===== src/rtl/fma_nan_pick.sv =====
module fma_nan_pick #(
  parameter int EXP_W = 8,
  parameter int MAN_W = 23
) (
  input  logic                     clk,
  input  logic                     rst_n,
  input  logic                     in_valid,
  input  logic [2:0]               policy,
  input  logic                     snan_one,
  input  logic                     use_first,
  input  logic [EXP_W+MAN_W:0]     a,
  input  logic [EXP_W+MAN_W:0]     b,
  input  logic [EXP_W+MAN_W:0]     c,
  output logic                     out_valid,
  output logic [1:0]               sel,
  output logic [EXP_W+MAN_W:0]     result,
  output logic                     invalid
);
  localparam int W  = 1 + EXP_W + MAN_W;
  localparam int QB = MAN_W - 1;

  function automatic logic f_nan(input logic [W-1:0] x);
    return (&x[W-2:MAN_W]) && (|x[MAN_W-1:0]);
  endfunction

  function automatic logic f_inf(input logic [W-1:0] x);
    return (&x[W-2:MAN_W]) && !(|x[MAN_W-1:0]);
  endfunction

  function automatic logic f_zero(input logic [W-1:0] x);
    return !(|x[W-2:0]);
  endfunction

  function automatic logic [W-1:0] f_default(input logic p);
    logic [W-1:0] d;
    d = '0;
    d[W-2:MAN_W] = '1;
    if (p) d[QB-1:0] = '1;
    else   d[QB] = 1'b1;
    return d;
  endfunction

  logic [W-1:0] op [3];
  logic [2:0]   nan_v, sig_v, qui_v;
  assign op[0] = a;
  assign op[1] = b;
  assign op[2] = c;

  for (genvar k = 0; k < 3; k++) begin : g_cls
    assign nan_v[k] = f_nan(op[k]);
    assign sig_v[k] = nan_v[k] && (op[k][QB] == snan_one);
    assign qui_v[k] = nan_v[k] && (op[k][QB] != snan_one);
  end

  wire inf_zero = (f_inf(a) && f_zero(b)) || (f_zero(a) && f_inf(b));

  logic [1:0] pick;
  logic       iz_inv;

  always_comb begin
    pick   = 2'd2;
    iz_inv = 1'b0;
    case (policy)
      3'd0: begin
        if (inf_zero && qui_v[2]) begin pick = 2'd3; iz_inv = 1'b1; end
        else if (sig_v[2]) pick = 2'd2;
        else if (sig_v[0]) pick = 2'd0;
        else if (sig_v[1]) pick = 2'd1;
        else if (qui_v[2]) pick = 2'd2;
        else if (qui_v[0]) pick = 2'd0;
        else               pick = 2'd1;
      end
      3'd1: begin
        if (snan_one) begin
          if (inf_zero)      begin pick = 2'd3; iz_inv = 1'b1; end
          else if (sig_v[0]) pick = 2'd0;
          else if (sig_v[1]) pick = 2'd1;
          else if (sig_v[2]) pick = 2'd2;
          else if (qui_v[0]) pick = 2'd0;
          else if (qui_v[1]) pick = 2'd1;
          else               pick = 2'd2;
        end else begin
          if (inf_zero)      begin pick = 2'd2; iz_inv = 1'b1; end
          else if (sig_v[2]) pick = 2'd2;
          else if (sig_v[0]) pick = 2'd0;
          else if (sig_v[1]) pick = 2'd1;
          else if (qui_v[2]) pick = 2'd2;
          else if (qui_v[0]) pick = 2'd0;
          else               pick = 2'd1;
        end
      end
      3'd2: begin
        if (inf_zero)      begin pick = 2'd2; iz_inv = 1'b1; end
        else if (nan_v[0]) pick = 2'd0;
        else if (nan_v[2]) pick = 2'd2;
        else               pick = 2'd1;
      end
      3'd3: begin
        pick   = 2'd3;
        iz_inv = inf_zero;
      end
      3'd4: begin
        if (inf_zero) begin pick = 2'd2; iz_inv = 1'b1; end
        else if (use_first) pick = nan_v[0] ? 2'd0 : (nan_v[1] ? 2'd1 : 2'd2);
        else                pick = nan_v[2] ? 2'd2 : (nan_v[1] ? 2'd1 : 2'd0);
      end
      default: pick = nan_v[0] ? 2'd0 : (nan_v[1] ? 2'd1 : 2'd2);
    endcase
  end

  logic [W-1:0] chosen, quieted, value;
  assign chosen = (pick == 2'd3) ? '0 : op[pick];

  always_comb begin
    quieted = chosen;
    if (snan_one) begin
      quieted[QB]   = 1'b0;
      quieted[QB-1] = 1'b1;
    end else begin
      quieted[QB]   = 1'b1;
    end
  end

  assign value = (pick == 2'd3) ? f_default(snan_one)
               : (sig_v[pick] ? quieted : chosen);

  always_ff @(posedge clk or negedge rst_n) begin
    if (!rst_n) begin
      out_valid <= 1'b0;
      sel       <= 2'd0;
      result    <= '0;
      invalid   <= 1'b0;
    end else begin
      out_valid <= in_valid;
      if (in_valid) begin
        sel     <= pick;
        result  <= value;
        invalid <= iz_inv || (|sig_v);
      end
    end
  end

  a_r13_valid_follows: assert property (@(posedge clk) disable iff (!rst_n)
    out_valid == $past(in_valid))
    else $error("R13 out_valid lag");

  a_r13_hold_idle: assert property (@(posedge clk) disable iff (!rst_n)
    !in_valid |=> $stable(result) && $stable(sel) && $stable(invalid))
    else $error("R13 outputs moved while idle");

  a_r3_never_signaling: assert property (@(posedge clk) disable iff (!rst_n)
    $past(in_valid) && f_nan(result) |-> result[QB] != $past(snan_one))
    else $error("R3 signaling NaN escaped");

  a_r10_policy3_default: assert property (@(posedge clk) disable iff (!rst_n)
    in_valid && policy == 3'd3 |=> sel == 2'd3)
    else $error("R10 policy 3 not default");

  a_r4_default_pattern: assert property (@(posedge clk) disable iff (!rst_n)
    $past(in_valid) && sel == 2'd3 |-> result == f_default($past(snan_one)))
    else $error("R4 default NaN pattern");

  a_r5_snan_invalid: assert property (@(posedge clk) disable iff (!rst_n)
    in_valid && (|sig_v) |=> invalid)
    else $error("R5 signaling input without invalid");
endmodule


===== config.mk =====
export PLATFORM = sky130hd
export DESIGN_NAME = fma_nan_pick
export DESIGN_NICKNAME = d
export VERILOG_FILES = /design/src/rtl/fma_nan_pick.sv
export SDC_FILE = /design/constraint.sdc
export NUM_CORES = 1
export LEC_CHECK = 0
export ABC_AREA = 1
export BUFFER_PORTS_ARGS = -buffer_cell sky130_fd_sc_hd__clkbuf_2
export CAP_MARGIN = 10
export CORE_MARGIN = 3
export CORE_UTILIZATION = 48
export DETAILED_ROUTE_END_ITERATION = 12
export PLACE_DENSITY = 0.81
export SLEW_MARGIN = 20
export SYNTH_ARGS = -nofsm -noshare
export SYNTH_HDL_FRONTEND = slang
export SYNTH_SLANG_ARGS = --single-unit
export TNS_END_PERCENT = 5

===== constraint.sdc =====
create_clock -name clk -period 0.8 [get_ports clk]
set_clock_uncertainty 0.05 [all_clocks]
set_input_delay 0.08 -clock clk [delete_from_list [all_inputs] [get_ports clk]]
set_output_delay 0.08 -clock clk [all_outputs]
set_load 0.02 [all_outputs]

# [Word level (Yosys, flattened, before mapping)]
# Index checks and enable logic that the tools add are counted.
[word_totals] elab_cells=86 input_bits=104 out_inout_bits=36 ff_bits=36
[op_classes] bitwise_logic=1 reduce_logical=31 eq_ne=11 mux=37 n_lt_le_gt_ge=2
[ops] op="$mux 32" count=3
[ops] op="$reduce_or 23->1" count=3
[ops] op="$bmux 32 s2" count=1
[ops] op="$reduce_or 31->1" count=2
[ops] op="$mux 2" count=21
[ops] op="$reduce_and 8->1" count=3
[ops] op="$mux 23" count=1
[ops] op="$mux 22" count=1
[ops] op="$logic_and 1x1->1" count=14
[ops] op="$pmux 2 s5" count=1
[ops] op="$mux 1" count=7
[ops] op="$eq 3x2->1 const B" count=2
[ops] op="$reduce_or 3->1" count=2
[ops] op="$logic_not 1->1" count=4
[ops] op="$eq 1x1->1" count=3
[ops] op="$eq 3x1->1 const B" count=1
[ops] op="$eq 3x3->1 const B" count=1
[ops] op="$ge 3x3->1 const B" count=1
[ops] op="$logic_not 3->1" count=1
[ops] op="$lt 2x3->1 const B" count=1
[ops] op="$ne 1x1->1" count=3
[ops] op="$not 2->3" count=1
[ops] op="$pmux 1 s3" count=1
[ops] op="$bmux 1 s2" count=1
[ops] op="other kinds (2)" count=3

# [Longest topological paths before layout]
# Gate-level depths: netlist of the first run.
[depth] ltp_word=18 depth_mapped=22 depth_no_buf=21

# [Worst setup path before layout of the first run]
# Ideal clock, no wire load.
[synth_path] path_type="input to register" from="input port b[6]" to="register result[31]" cell_stages=17 setup_slack_ns=-1.046 arrival_time_ns=1.675 path_cell_list="nor2_1 nand2_1 nor2_2 inv_2 nor2_2 nand3_2 nand2_1 inv_1 nand3_2 nand3_2 nand2_2 nand2_2 buf_6 buf_6 nand2_1 nand3_1 a22o_1"
[synth_via] elab_chain_cells=16 word_cells_on_any_way=38 classes_between="1 x eq/ne; 24 x mux; 1 x bitwise; 12 x reduce/logical"
[synth_rtl] element="start, declared" line="12" source="input logic [EXP_W+MAN_W:0] b,"
[synth_rtl] element="$reduce_or 23->1" line="23, 27"
[synth_rtl] element="$logic_and 1x1->1" line="23" source="return (&x[W-2:MAN_W]) && (|x[MAN_W-1:0]);"
[synth_rtl] element="$logic_and 1x1->1" line="52" source="assign qui_v[k] = nan_v[k] && (op[k][QB] != snan_one);"
[synth_rtl] element="$mux 2" line="80" source="else if (qui_v[1]) pick = 2'd1;"
[synth_rtl] element="$mux 2" line="79" source="else if (qui_v[0]) pick = 2'd0;"
[synth_rtl] element="$mux 2" line="78" source="else if (sig_v[2]) pick = 2'd2;"
[synth_rtl] element="$mux 2" line="77" source="else if (sig_v[1]) pick = 2'd1;"
[synth_rtl] element="$mux 2" line="76" source="else if (sig_v[0]) pick = 2'd0;"
[synth_rtl] element="$mux 2" line="75" source="if (inf_zero) begin pick = 2'd3; iz_inv = 1'b1; end"
[synth_rtl] element="$mux 2" line="74" source="if (snan_one) begin"
[synth_rtl] element="$pmux 2 s5 (*)" line="63" source="case (policy)"
[synth_rtl] element="$not 2->3 (not written as such)" line="112" source="assign chosen = (pick == 2'd3) ? '0 : op[pick];"
[synth_rtl] element="$bmux 32 s2" line="112"
[synth_rtl] element="$mux 32 (not written as such) (2 in a row)" line="112"
[synth_rtl] element="$mux 32 (*)" line="124" source="assign value = (pick == 2'd3) ? f_default(snan_one)"
[synth_rtl] element="end signal, assigned" line="137" source="result <= value;"
[synth_rtl] element="end, declared" line="16" source="output logic [EXP_W+MAN_W:0] result,"
# Mark *: on every way between the ends. The rest lies on a longest branch, timed or not. The select of a mux whose other input is x is not followed.
# A chain may end at the register's enable or synchronous reset.

# [Final worst setup path of the first run]
[layout_path] from="input port b[12]" to="register result[9]"
[layout_via] elab_chain_cells=17 word_cells_on_any_way=39 classes_between="1 x eq/ne; 25 x mux; 1 x bitwise; 12 x reduce/logical"
[layout_rtl] element="$reduce_or 23->1" line="23, 27"
[layout_rtl] element="$logic_and 1x1->1" line="23"
[layout_rtl] element="$logic_and 1x1->1" line="52"
[layout_rtl] element="$mux 2" line="80"
[layout_rtl] element="$mux 2" line="79"
[layout_rtl] element="$mux 2" line="78"
[layout_rtl] element="$mux 2" line="77"
[layout_rtl] element="$mux 2" line="76"
[layout_rtl] element="$mux 2" line="75"
[layout_rtl] element="$mux 2" line="74"
[layout_rtl] element="$pmux 2 s5 (*)" line="63"
[layout_rtl] element="$not 2->3 (not written as such)" line="112"
[layout_rtl] element="$bmux 32 s2" line="112"
[layout_rtl] element="$mux 32 (not written as such) (2 in a row)" line="112"
[layout_rtl] element="$mux 23" line="125" source=": (sig_v[pick] ? quieted : chosen);"
[layout_rtl] element="$mux 32 (*)" line="124"
# Marked as above.

==> metrics.txt, run 1 <==
area grow syn2layout 63.6%; Final Total Pwr 6.59 mW; drc violations 0; CTS max path bufs 2; Routed WL about 13000 µm; Fillers 378; Crit path required time 930 ps; fin area 5130 µm²; wire per inst 15.6 µm; # setup viols final 71; Comb power frac 46.5%; status finished with violations; overall die height 86.8 µm; EDFF count, synth 0; peak supply drop 1120 µV; Synth Flop Type dfrtp_1; top-level port count 140; core region area 6130 µm²; DR iter-0 viols 329; worst-margin pin slew 482 ps; Final Critical Period between 2000 and 2500 ps; # clock sinks 36; first-pass GRT wire length 19000 µm; CTS clk-pin slew, worst paths 80 ps; Yosys reg bits 36; Die W approximately 87 µm; CP Launch Type primary input; final slew viol count 0; Leakage 2.52 nW; Syn Nets 623; Via-to-Cell Ratio 5.51; die footprint 7540 µm²; root buf cell clkbuf_8; nets@finish 846; pin count of the biggest net entering global routing 37; via count ~4500; achievable frequency 0.492 GHz; GR Overflow Total 0; Yosys Warn Count 0; Syn Area/Cell a little over 6 µm²; cts bufs inserted 5; H-tree Lvls 2; Hold Vio Cnt, Final 0; sw power 2.61 mW; GPL Wtd Cong around 0.95; power per cell area 1280 nW/µm²; internal power 3.98 mW; failing checks negative setup slack; synthesized cell area 3140 µm²; Rows 28; I/O Buffers ~140; max cap viols 0; Async S/R FF share, synth 100%; post-route ant nets 0; commonest non-fill, non-tap cell in the layout nor2_1; Detailed Routing Iterations Pass 1 5; RSZ-0062 raised after global routing yes; critical path class primary input to register; CTS tree done; Max-slew headroom 67.7%; worst-skew pair later-pin latency 290 ps; fraction of layout cells with a size suffix above 1 45.8%; most frequent cells in the layout nor2_1 (146), clkbuf_2 (103), nand2_1 (82); setup tns final -44700 ps; Distinct cells, synth 31; class of the worst hold path primary input to register; GR Util All Layers 31.5%; initial antenna violation count 0; dpl hpwl 9470 µm; Final WS setup -1230 ps; number of global-route vias before repair 4146; Area after DPL roughly 4600 µm²; crit path DAT 2160 ps; Worst Path Max Fanout 12; pre-CTS setup slack -1510 ps; Core Util, Final 83.7%; CP endpoint kind register; switch share approximately two fifths; Sequential Power Share 34.5%; Ant. Diodes 0; Cells after Synth 519; register area share after synthesis 28.7%; clock group share of total power 19.0%; Initial Utilization 51.1%; period utilization 254%
==> per-stage QoR <==
| stage | hold WS (ps) | cells |
|---|---|---|
| 2_1_floorplan | -266 | 519 |
| 3_5_place_dp | 15.4 | 799 |
| 5_1_grt | 75.0 | 817 |
| 4_1_cts | 57.3 | 809 |
| 6_report | 53.4 | 817 |
| 3_3_place_gp | 8.07 | 799 |
==> critical path: stages <==
cell	delay [ps]
clkbuf_2	100
nor2_2	120
nand2_2	90
nor2_4	190
nand2_2	90
nor2_4	140
nand3_4	130
nand3_1	130
nand2_2	70
nand3_4	110
nand4_4	150
buf_4	230
o21ai_0	220
o21ai_1	110
nor2_1	120
nor2_1	60
==> power groups by stage <==
| stage | Clock [mW] | Sequential (mW) | Combinational (mW) |
|---|---|---|---|
| after global placement | 0 | 2.29 | 2.62 |
| after floorplan | 0 | 2.64 | 1.08 |
| after detailed placement | 0 | 2.30 | 2.70 |
| after CTS | 1.26 | 2.26 | 2.76 |
| after global routing | 1.35 | 2.30 | 3.30 |
| final | 1.25 | 2.28 | 3.07 |
==> flip-flops by register name, indices dropped and copies added, names as in the netlist <==
signal,flops
result,32
out_valid,1
invalid,1
sel,2
==> per-layer routing <==
metal  routed length, µm  up-vias  GRT usage [%]
li1                    -     2117              -
met1                4930     2087           39.6
met2                6480      265           54.5
met3                1020       32           4.85
met4                 322        0           11.0
met5                   0        -              0
==> cell usage after synthesis, types with 4 or more instances <==
library cell | n | area, µm²
inv_2 | 8 | 30.0
o21ai_1 | 28 | 140
buf_2 | 5 | 25.0
nor2_2 | 8 | 50.1
buf_6 | 4 | 45.0
nand4_1 | 11 | 68.8
nor2_4 | 6 | 67.6
buf_4 | 4 | 30.0
a21oi_1 | 17 | 85.1
nand2_1 | 102 | 383
dfrtp_1 | 36 | 901
inv_1 | 26 | 97.6
o21ai_0 | 32 | 160
nor2_1 | 171 | 642
nand3_1 | 25 | 125
nand3_2 | 6 | 60.1
nand2_2 | 8 | 50.1
clkbuf_1 | 6 | 22.5
==> cell type report <==
| cell class | count | area (µm²) | area share (%) |
|---|---|---|---|
| Multi-Input combinational cell | 431 | 2350 | 45.8 |
| Timing Repair Buffer | 234 | 1580 | 30.8 |
| Sequential cell | 36 | 901 | 17.6 |
| Inverter | 34 | 128 | 2.49 |
| Tap cell | 75 | 93.8 | 1.83 |
| Clock buffer | 6 | 72.6 | 1.41 |
| Clock inverter | 1 | 5.00 | 0.0976 |
==> cell families after synthesis <==
| kind of cell | count (synthesis) | share of synthesized area, % |
|---|---|---|
| AND/OR/NAND/NOR | 342 | 47.7 |
| AO/OA/AOI/OAI | 85 | 14.8 |
| buffers and inverters | 53 | 7.98 |
| flip-flops | 36 | 28.7 |
| XOR/XNOR | 3 | 0.838 |
==> worst paths after layout <==
| kind | startpoint | to | slack [ps] | cells after the start |
|---|---|---|---|---|
| min in group asynchronous | rst_n | result[12]$_DFFE_PN0P_ | 240 | 3 |
| max in group asynchronous | rst_n | result[18]$_DFFE_PN0P_ | 270 | 3 |
| min | c[29] | result[29]$_DFFE_PN0P_ | 50 | 3 |
| min reg2reg | result[19]$_DFFE_PN0P_ | result[19]$_DFFE_PN0P_ | 450 | 2 |
| max | b[12] | result[9]$_DFFE_PN0P_ | -1230 | 16 |
| max reg2reg | result[31]$_DFFE_PN0P_ | result[31]$_DFFE_PN0P_ | 40 | 1 |
==> timing repair <==
| item | 4_1_cts | 5_1_grt |
|---|---|---|
| gates resized for setup | 16 | 129 |
| setup endpoints to repair | 71 | 71 |
| pin swaps | 2 | 24 |
| cloned | 0 | 3 |
| hold buffers | 1 | 0 |
| setup buffers | 2 | 5 |
| hold endpoints to repair | 36 | 0 |
Power figures use the tool's default switching activity.
==> inputs of run 2 (changes only) <==
--- a/config.mk
+++ b/config.mk
@@ -5,11 +5,10 @@
 export SDC_FILE = /design/constraint.sdc
 export NUM_CORES = 1
 export LEC_CHECK = 0
-export ABC_AREA = 1
 export BUFFER_PORTS_ARGS = -buffer_cell sky130_fd_sc_hd__clkbuf_2
 export CAP_MARGIN = 10
 export CORE_MARGIN = 3
-export CORE_UTILIZATION = 48
+export CORE_UTILIZATION = 46
 export DETAILED_ROUTE_END_ITERATION = 12
 export PLACE_DENSITY = 0.81
 export SLEW_MARGIN = 20
==> metrics.txt, run 2 <==
power per cell area 1500 nW/µm² (+17%); Final WS setup -2130 ps (-896 ps); CTS clk-pin slew, worst paths 80 ps (about the same); DR iter-0 viols 439 (+33%); dpl hpwl 8720 µm (-8.0%); core region area 5610 µm² (-8.5%); fraction of layout cells with a size suffix above 1 54.3% (+8.5 points); # setup viols final 71 (unchanged); class of the worst hold path primary input to register; CP Launch Type primary input; nets@finish 650 (-23%); commonest non-fill, non-tap cell in the layout clkbuf_2; CP Launch Point b[12]; critical path class primary input to register; area grow syn2layout 71.9%; worst-skew pair later-pin latency 290 ps (about the same); area leader, netlist dfrtp_1; GR Util All Layers 34.1% (+2.6 points); peak supply drop 1360 µV (+22%); failing checks negative setup slack; max cap viols 0 (unchanged); biggest regs result x32, sel x2; Rows 27 (-3.6%); most common cell in the netlist dfrtp_1; Hold Vio Cnt, Final 0 (unchanged); ranking of synthesized cells by area dfrtp_1 (33%), mux2i_1 (8.1%), o22a_1 (6.7%); Final Total Pwr 7.05 mW (+7.0%); initial antenna violation count 0 (unchanged); clock group share of total power 23.6% (+4.6 points); Async S/R FF share, synth 100% (unchanged); Yosys Warn Count 0 (unchanged); Sequential Power Share 32.4% (-2.1 points); Detailed Routing Iterations Pass 1 5 (unchanged); met2 GRT Util 60.7% (+6.2 points); Final Critical Period 2930 ps (+896 ps); post-route ant nets 0 (unchanged); Comb power frac 44.1% (-2.4 points); worst-margin pin slew 576 ps (+94.1 ps); Hold Path Cell Cnt 3 (unchanged); Levels on crit path 14 (-2); gr busiest metal met2; number of global-route vias before repair 3970 (-4.2%); Worst Path Max Fanout 4 (-8); Cells after Synth 318 (-39%); cells on worst reg2reg path 2 (+1); Die W 83.0 µm (-4.4%); die footprint 6890 µm² (-8.6%); register area share after synthesis 33.0% (+4.3 points); Critical path buffers and inverters 4 (+2); CTS tree done; root buf cell clkbuf_8; drc violations 0 (unchanged); switch share 36.9% (-2.7 points); Distinct cells, synth 56 (+81%); pin count of the biggest net entering global routing 37 (unchanged); RSZ-0062 raised after global routing yes; EDFF count, synth 0 (unchanged); Max-slew headroom 61.3% (-6.4 points); reg-to-reg startpoint result[22]$_DFFE_PN0P_; wire per inst 21.3 µm (+36%); # clock sinks 36 (unchanged); share of the synthesized area in the top cell type 33.0% (+4.3 points); Ant. Diodes 0 (unchanged); GPL Wtd Cong 1.07 (+13%); Post-synth top cells dfrtp_1 (36), nand2_1 (35), mux2i_1 (22), o22a_1 (21), o21ai_1 (19); final slew viol count 0 (unchanged); H-tree Lvls 2 (unchanged); via count 4019 (-11%); hold wc startpoint c[24]; M1 GR Usage 38.9% (-0.65 points); Syn Area/Cell 8.58 µm² (+42%); achievable frequency 0.342 GHz (-31%); Leakage 2.26 nW (-10%); Yosys reg bits 36 (unchanged); max reg flops 32 (unchanged); Crit path required time 940 ps (about the same); CP endpoint kind register; Initial Utilization 48.6% (-2.5 points); Crit path max-delay family simple AND/OR/NAND/NOR gates; pre-CTS setup slack -2510 ps (-998 ps); Syn Nets 422 (-32%); I/O Buffers 139 (unchanged); status finished with violations; most frequent CP cell buf_4; GRT met3 Usage 5.65% (+0.81 points); top-level port count 140 (unchanged); period utilization 366% (+110 points); crit path DAT 3070 ps (+910 ps); Crit path largest cell delay 500 ps (+270 ps); Via-to-Cell Ratio 6.49 (+18%); cts bufs inserted 5 (unchanged); crit-path cells clkbuf_2 > nor3_1 > and4_1 > a21boi_1 > buf_4 > a31oi_1 > or4_4 > o21ai_4 > buf_4 > buf_4 > nor3_2 > nand2_1 > a221o_1 > a31o_1; first-pass GRT wire length 19200 µm (+1.0%); Routed WL 13200 µm (+3.1%); GR Overflow Total 0 (unchanged); overall die height 83.0 µm (-4.4%); Largest Register result; Core Util, Final 83.6% (about the same); internal power 4.45 mW (+12%); sw power 2.60 mW (-0.22%); most frequent cells in the layout clkbuf_2 (113), buf_4 (92), dfrtp_1 (36); Synth Flop Type dfrtp_1; CP max stage cell nor3_1; Fillers 319 (-16%); CTS max path bufs 2 (unchanged); synthesized cell area 2730 µm² (-13%)
## run 2: cell count changes after synthesis, sizes merged, moves of 21 or more
cell / before / now
nor2: 185 / 14
o22a: 0 / 21
nand3: 32 / 2
o21ai: 60 / 38
nand2: 110 / 35
mux2i: 0 / 22
inv: 34 / 11
## run 2: area by class of cell
class / instances / area [µm²] / share of cell area [%]
multi-input cells: 249 / 1910 / 40.8
clock inverters: 3 / 42.5 / 0.907
repair buffers: 243 / 1630 / 34.8
clock buffers: 5 / 68.8 / 1.47
well taps: 72 / 90.1 / 1.92
flip-flops and latches: 36 / 901 / 19.2
inverters: 11 / 41.3 / 0.880
## run 2: cell families (layout without fill, tap and decap cells)
| family | Yosys count | after routing | synth area share, % |
|---|---|---|---|
| mux | 32 | 32 | 12.2 |
| simple gates | 110 | 110 | 21.3 |
| compound gates | 104 | 104 | 27.5 |
| xor+xnor | 3 | 3 | 0.963 |
| flops | 36 | 36 | 33.0 |
| buf+inv | 33 | 262 | 5.05 |
## run 2: metal layers
metal	part of all wire [%]	wire length, µm	up-vias
met5	0	0	-
met2	49	6510	309
met4	6.4	845	0
met3	8.9	1170	87
li1	-	-	1694
met1	35	4630	1929
## run 2: final timing paths
check,endpoint,slack [ps]
max in group asynchronous,result[5]$_DFFE_PN0P_,270
setup / recovery,result[22]$_DFFE_PN0P_,-2130
setup reg to reg,result[22]$_DFFE_PN0P_,-100
min in group asynchronous,result[10]$_DFFE_PN0P_,240
hold / removal,result[24]$_DFFE_PN0P_,70
hold reg to reg,result[7]$_DFFE_PN0P_,460
## run 2: timing repair
action	4_1_cts	5_1_grt
setup buffers	5	2
setup endpoints to repair	71	71
resized for setup	41	56
hold buffers	1	0
gates cloned	0	1
hold endpoints to repair	36	0
pin swaps	23	11
## run 2: worst min-delay path, delay by kind of cell
kind,cells,cell delay [ps]
buf+inv,1,100
compound gates,2,200
## run 2: power groups by stage
stage / Combinational (mW) / Sequential (mW) / Clock, mW
2_1_floorplan: 0.973 / 2.60 / 0
3_3_place_gp: 2.52 / 2.28 / 0
3_5_place_dp: 2.58 / 2.28 / 0
4_1_cts: 2.78 / 2.26 / 1.64
5_1_grt: 3.27 / 2.30 / 1.73
6_report: 3.11 / 2.28 / 1.66
## run 2: through the flow
stage	cells	instance area, µm²	hold slack, ps	setup TNS (ps)
2_1_floorplan	318	2740	-266	-64370
3_3_place_gp	602	4180	6.42	-83570
3_5_place_dp	602	4180	9.32	-82830
4_1_cts	616	4510	61.1	-69560
5_1_grt	619	4690	90.9	-79130
6_report	619	4690	67.7	-74730
